`src/rtl/pci_cfg_status_pkg.sv`:
```
package pci_cfg_status_pkg;
  localparam int REG_W    = 16;
  localparam int STICKY_N = 6;
  // fixed read value of the read-only fields: DEVSEL timing 01b, capability list 1
  localparam logic [REG_W-1:0] CONST_VAL = 16'h0210;
  localparam int INT_BIT = 3;

  // sticky index -> bit position: 0 is data parity (bit 8), 1..5 map to bits 11..15
  function automatic int stickyPos(input int idx);
    return (idx == 0) ? 8 : 10 + idx;
  endfunction

  typedef struct packed {
    logic parity;     // idx 5
    logic sysErr;     // idx 4
    logic mAbort;     // idx 3
    logic tAbortRcv;  // idx 2
    logic tAbortSig;  // idx 1
    logic dataPar;    // idx 0
  } stickyEvt_t;

  typedef struct packed {
    stickyEvt_t setEvt;
    stickyEvt_t clrEvt;
    logic       intSample;
  } strobes_t;
endpackage

```
`src/rtl/pci_cfg_status_ctrl.sv`:
```
module pci_cfg_status_ctrl
  import pci_cfg_status_pkg::*;
(
  input  logic             parityErrEvt,
  input  logic             sysErrEvt,
  input  logic             serrEnable,
  input  logic             masterAbortEvt,
  input  logic             targetAbortRcvEvt,
  input  logic             targetAbortSigEvt,
  input  logic             perrSeen,
  input  logic             busMasterActive,
  input  logic             parityRespEnable,
  input  logic             intPending,
  input  logic             wrEn,
  input  logic [REG_W-1:0] wrData,
  output strobes_t         strobes
);
  logic [STICKY_N-1:0] clrVec;

  // write-1-to-clear mask gathered from the sticky positions
  always_comb begin
    for (int i = 0; i < STICKY_N; i++) begin
      clrVec[i] = wrEn & wrData[stickyPos(i)];
    end
  end

  always_comb begin
    strobes.setEvt.parity    = parityErrEvt;
    strobes.setEvt.sysErr    = sysErrEvt & serrEnable;
    strobes.setEvt.mAbort    = masterAbortEvt;
    strobes.setEvt.tAbortRcv = targetAbortRcvEvt;
    strobes.setEvt.tAbortSig = targetAbortSigEvt;
    strobes.setEvt.dataPar   = perrSeen & busMasterActive & parityRespEnable;
    strobes.clrEvt           = stickyEvt_t'(clrVec);
    strobes.intSample        = intPending;
  end
endmodule

```
`src/rtl/pci_cfg_status_dp.sv`:
```
module pci_cfg_status_dp
  import pci_cfg_status_pkg::*;
(
  input  logic             clk,
  input  logic             rstN,
  input  strobes_t         strobes,
  output logic [REG_W-1:0] rdData,
  output logic             intStatus
);
  logic [STICKY_N-1:0] stickyQ;
  logic [STICKY_N-1:0] setVec;
  logic [STICKY_N-1:0] clrVec;

  assign setVec = strobes.setEvt;
  assign clrVec = strobes.clrEvt;

  // set has priority over a same-cycle clear
  for (genvar g = 0; g < STICKY_N; g++) begin : g_sticky
    always_ff @(posedge clk) begin
      if (!rstN) stickyQ[g] <= 1'b0;
      else       stickyQ[g] <= setVec[g] | (stickyQ[g] & ~clrVec[g]);
    end
  end

  always_ff @(posedge clk) begin
    if (!rstN) intStatus <= 1'b0;
    else       intStatus <= strobes.intSample;
  end

  always_comb begin
    rdData = CONST_VAL;
    for (int i = 0; i < STICKY_N; i++) begin
      rdData[stickyPos(i)] = stickyQ[i];
    end
    rdData[INT_BIT] = intStatus;
  end
endmodule

```
`src/rtl/pci_cfg_status.sv`:
```
module pci_cfg_status
  import pci_cfg_status_pkg::*;
(
  input  logic             clk,
  input  logic             rstN,
  input  logic             parityErrEvt,
  input  logic             sysErrEvt,
  input  logic             serrEnable,
  input  logic             masterAbortEvt,
  input  logic             targetAbortRcvEvt,
  input  logic             targetAbortSigEvt,
  input  logic             perrSeen,
  input  logic             busMasterActive,
  input  logic             parityRespEnable,
  input  logic             intDisable,
  input  logic             intPending,
  input  logic             wrEn,
  input  logic [REG_W-1:0] wrData,
  output logic [REG_W-1:0] rdData,
  output logic             intxN
);
  strobes_t strobes;
  logic     intStatus;

  pci_cfg_status_ctrl u_ctrl (
    .parityErrEvt      (parityErrEvt),
    .sysErrEvt         (sysErrEvt),
    .serrEnable        (serrEnable),
    .masterAbortEvt    (masterAbortEvt),
    .targetAbortRcvEvt (targetAbortRcvEvt),
    .targetAbortSigEvt (targetAbortSigEvt),
    .perrSeen          (perrSeen),
    .busMasterActive   (busMasterActive),
    .parityRespEnable  (parityRespEnable),
    .intPending        (intPending),
    .wrEn              (wrEn),
    .wrData            (wrData),
    .strobes           (strobes)
  );

  pci_cfg_status_dp u_dp (
    .clk       (clk),
    .rstN      (rstN),
    .strobes   (strobes),
    .rdData    (rdData),
    .intStatus (intStatus)
  );

  assign intxN = ~(intStatus & ~intDisable);
endmodule

```
`config.mk`:
```
export PLATFORM = sky130hd
export DESIGN_NAME = pci_cfg_status
export DESIGN_NICKNAME = d
export VERILOG_FILES = /design/src/rtl/pci_cfg_status_pkg.sv /design/src/rtl/pci_cfg_status_ctrl.sv /design/src/rtl/pci_cfg_status_dp.sv /design/src/rtl/pci_cfg_status.sv
export SDC_FILE = /design/constraint.sdc
export NUM_CORES = 1
export LEC_CHECK = 0
export ABC_AREA = 0
export BUFFER_PORTS_ARGS = -buffer_cell sky130_fd_sc_hd__buf_2
export CORE_AREA = 2 2 39 41
export CTS_CLUSTER_DIAMETER = 50
export DETAILED_ROUTE_END_ITERATION = 16
export DIE_AREA = 0 0 41 43
export PLACE_DENSITY = 0.77
export SETUP_SLACK_MARGIN = 0.02
export SLEW_MARGIN = 20
export SYNTH_ARGS = -nofsm -noshare
export SYNTH_HDL_FRONTEND = slang
export SYNTH_SLANG_ARGS = --single-unit
```
`constraint.sdc`:
```
create_clock -name clk -period 0.8 [get_ports clk]
set_input_delay 0.04 -clock clk [delete_from_list [all_inputs] [get_ports clk]]
set_output_delay 0.04 -clock clk [all_outputs]
set_load 0.01 [all_outputs]
```
==> flow_metrics.env <==
export IMPL_multiInputGateArea_um2=133
export IMPL_portBuffers=27
export IMPL_path_cells="nand2b_1, buf_2"
export IMPL_min_period_ns=0.784
export IMPL_synth_adder_area_share_pct=0
export IMPL_synth_top_family_by_area="buffers and inverters"
export IMPL_root_buffer="clkbuf_4"
export IMPL_die_height_um=43
export IMPL_synth_most_common_cell="buf_4"
export IMPL_cts_reportedPaths_clkPinSlew_ns=0.05
export IMPL_finalCritPeriodShare_pct=97.9
export IMPL_grt_pass1_vias=301
export IMPL_clock_sinks=7
export IMPL_path_class="register to output port"
export IMPL_worst_path_max_delay_cell="dfxtp_2"
export IMPL_post_synth_cell_area_avg_um2=8.41
export IMPL_antenna_found_initial=0
export IMPL_async_flop_share_pct=0
export IMPL_grt_max_degree=10
export IMPL_synthXorXnorAreaFrac_pct=0
export IMPL_grt_setup_unrepaired="true"
export IMPL_cellPowerDensity_nw_per_um2=1640
export IMPL_grt_ovfl_total=0
export IMPL_dp_hpwl_um=599
export IMPL_synth_simple_area_share_pct=11.9
export IMPL_synth_compound_area_share_pct=17.5
export IMPL_status="finished, final reports clean"
export IMPL_synth_seq_area_share_pct=41.6
export IMPL_die_area_um2=1760
export IMPL_coreArea_um2=1380
export IMPL_vias=363
export IMPL_ios=47
export IMPL_worstSkewPairLatency_ns=0.25
export IMPL_cts_buffer_depth=2
export IMPL_synth_commonest_cells="buf_4 (10), dfxtp_1 (7), o21ai_0 (5)"
export IMPL_holdCritPathClass="input pin to register"
export IMPL_finalMaxSlewViolations=0
export IMPL_p_leak_nw=0.289
export IMPL_synthCells=40
export IMPL_track_usage_pct=10.9
export IMPL_design_area_um2=526
export IMPL_ant_nets=0
export IMPL_synthDistinctLibCells=13
export IMPL_antenna_cells=0
export IMPL_worst_clock_skew_ns=0
export IMPL_rows=14
export IMPL_yosysTopAreaCellShare_pct=41.6
export IMPL_worstPathArrival_ns=0.74
export IMPL_seq_area_um2=146
export IMPL_start_util_pct=24.3
export IMPL_endpoint_kind="output port"
export IMPL_synthMuxAreaShare_pct=0
export IMPL_cts_tree="built"
export IMPL_fillers=155
export IMPL_ys_seq_elements=7
export IMPL_ir_drop_mv=0.840
export IMPL_drv_cap=0
export IMPL_drt_total_wl_um=768
export IMPL_fmax_mhz=1280
export IMPL_netlist_area_um2=337
export IMPL_yosysTopAreaCell="dfxtp_1"
export IMPL_synthTopCellsByArea="dfxtp_1 (42%), buf_4 (22%), a31oi_1 (7.4%), o21ai_0 (7.4%), inv_1 (4.5%)"
export IMPL_drc=0
export IMPL_synth_edff_count=0
export IMPL_grt_pass1_wl_um=1210
export IMPL_placedInstanceArea_um2=443
export IMPL_worst_setup_path_start_kind="register"
export IMPL_slowest_delay_ns=0.32
export IMPL_drive_gt1_share_pct=49.3
export IMPL_cts_buffers=3
export IMPL_htreeDepth=1
export IMPL_required_ns=0.76
export IMPL_hold_viol_final=0
export IMPL_drtPass1Iterations=2
export IMPL_tns_ns=0
export IMPL_synth_warning_count=0
export IMPL_nets=104
export IMPL_routedWlPerCell_um=8.63
export IMPL_area_growth_pct=56.1
export IMPL_critPathMaxFanout=2
export IMPL_synthFlopType="dfxtp_1"
export IMPL_final_setup_viol_count=0
export IMPL_drt_iter0_drc=3
export IMPL_gp_congestion=0.594
export IMPL_die_x_um=41
export IMPL_routed_via_density=4.08
## per-stage QoR
stage                     worst slack (ns)  power (mW)  util (%)  hold WS [ns]  std cells
after global placement               0.144       0.531      32.0         0.225         80
after global routing               -0.0521       0.942      38.0        0.0255         89
after CTS                         0.000884       0.888      37.6        0.0193         89
final                               0.0164       0.864      38.0        0.0253         89
after detailed placement             0.132       0.534      32.0         0.230         80
after floorplan                      0.169       0.487         -         0.140         47
## path summary, 6_finish.rpt
check,startpoint,to,slack [ns],depth (start not counted)
hold / removal,busMasterActive,u_dp.rdData[8]$_SDFF_PN0_,0.03,3
setup reg to reg,u_dp.rdData[15]$_SDFF_PN0_,u_dp.rdData[15]$_SDFF_PN0_,0.16,2
hold reg to reg,u_dp.rdData[8]$_SDFF_PN0_,u_dp.rdData[8]$_SDFF_PN0_,0.45,2
setup / recovery,u_dp.intStatus$_SDFF_PN0_,intxN,0.02,2
## metal layers
layer	vias up	track usage (%)	part of all wire (%)	routed length, µm
met5	-	0	0	0
li1	181	-	-	-
met2	24	16.3	51	393
met3	0	9.42	14	104
met1	158	10.5	35	270
met4	0	4.00	0	0
## cells by family (layout without fill, tap and decap cells)
logic type	Yosys count	after routing
other cells	2	9
simple gates	7	7
flops	7	7
compound gates	10	10
buf+inv	14	40
## layout make-up
class | count | area share (%)
well taps | 16 | 3.81
clock buffers | 4 | 5.00
flip-flops and latches | 7 | 27.9
repair buffers | 32 | 35.2
multi-input cells | 26 | 25.2
inverters | 4 | 2.86
## repair_timing
item	in CTS	in global routing
hold buffers	5	0
gates resized for setup	1	4
buffers inserted	0	0
setup endpoints to repair	1	5
endpoints found under the hold margin	5	0
## power by group
part	total, mW	internal, mW	switching (mW)
clock network	0.317	0.190	0.127
registers	0.386	0.377	0.00986
logic	0.160	0.0831	0.0772
## sequential cells by signal (all words and copies together) (netlist names)
register / cells
u_dp.intStatus: 1
u_dp.rdData: 6
## cell usage in the layout (no fill, tap or decap)
cell           count
buf_2             27
conb_1             9
o21ai_0            5
dlygate4sd3_1      5
dfxtp_2            5
inv_1              4
a31oi_1            4
clkbuf_4           3
nand2_1            2
dfxtp_1            2
and2_1             1
nand4_1            1
and2_2             1
and3_1             1
a31o_1             1
nand2b_1           1
clkbuf_1           1
## worst max-delay path, delay by kind of cell, from the launching register on
family | cells | cell delay (ns)
and+or+nand+nor | 1 | 0.05
buffers and inverters | 1 | 0.13
DFF | 1 | 0.32
(Power assumes the default switching activity.)
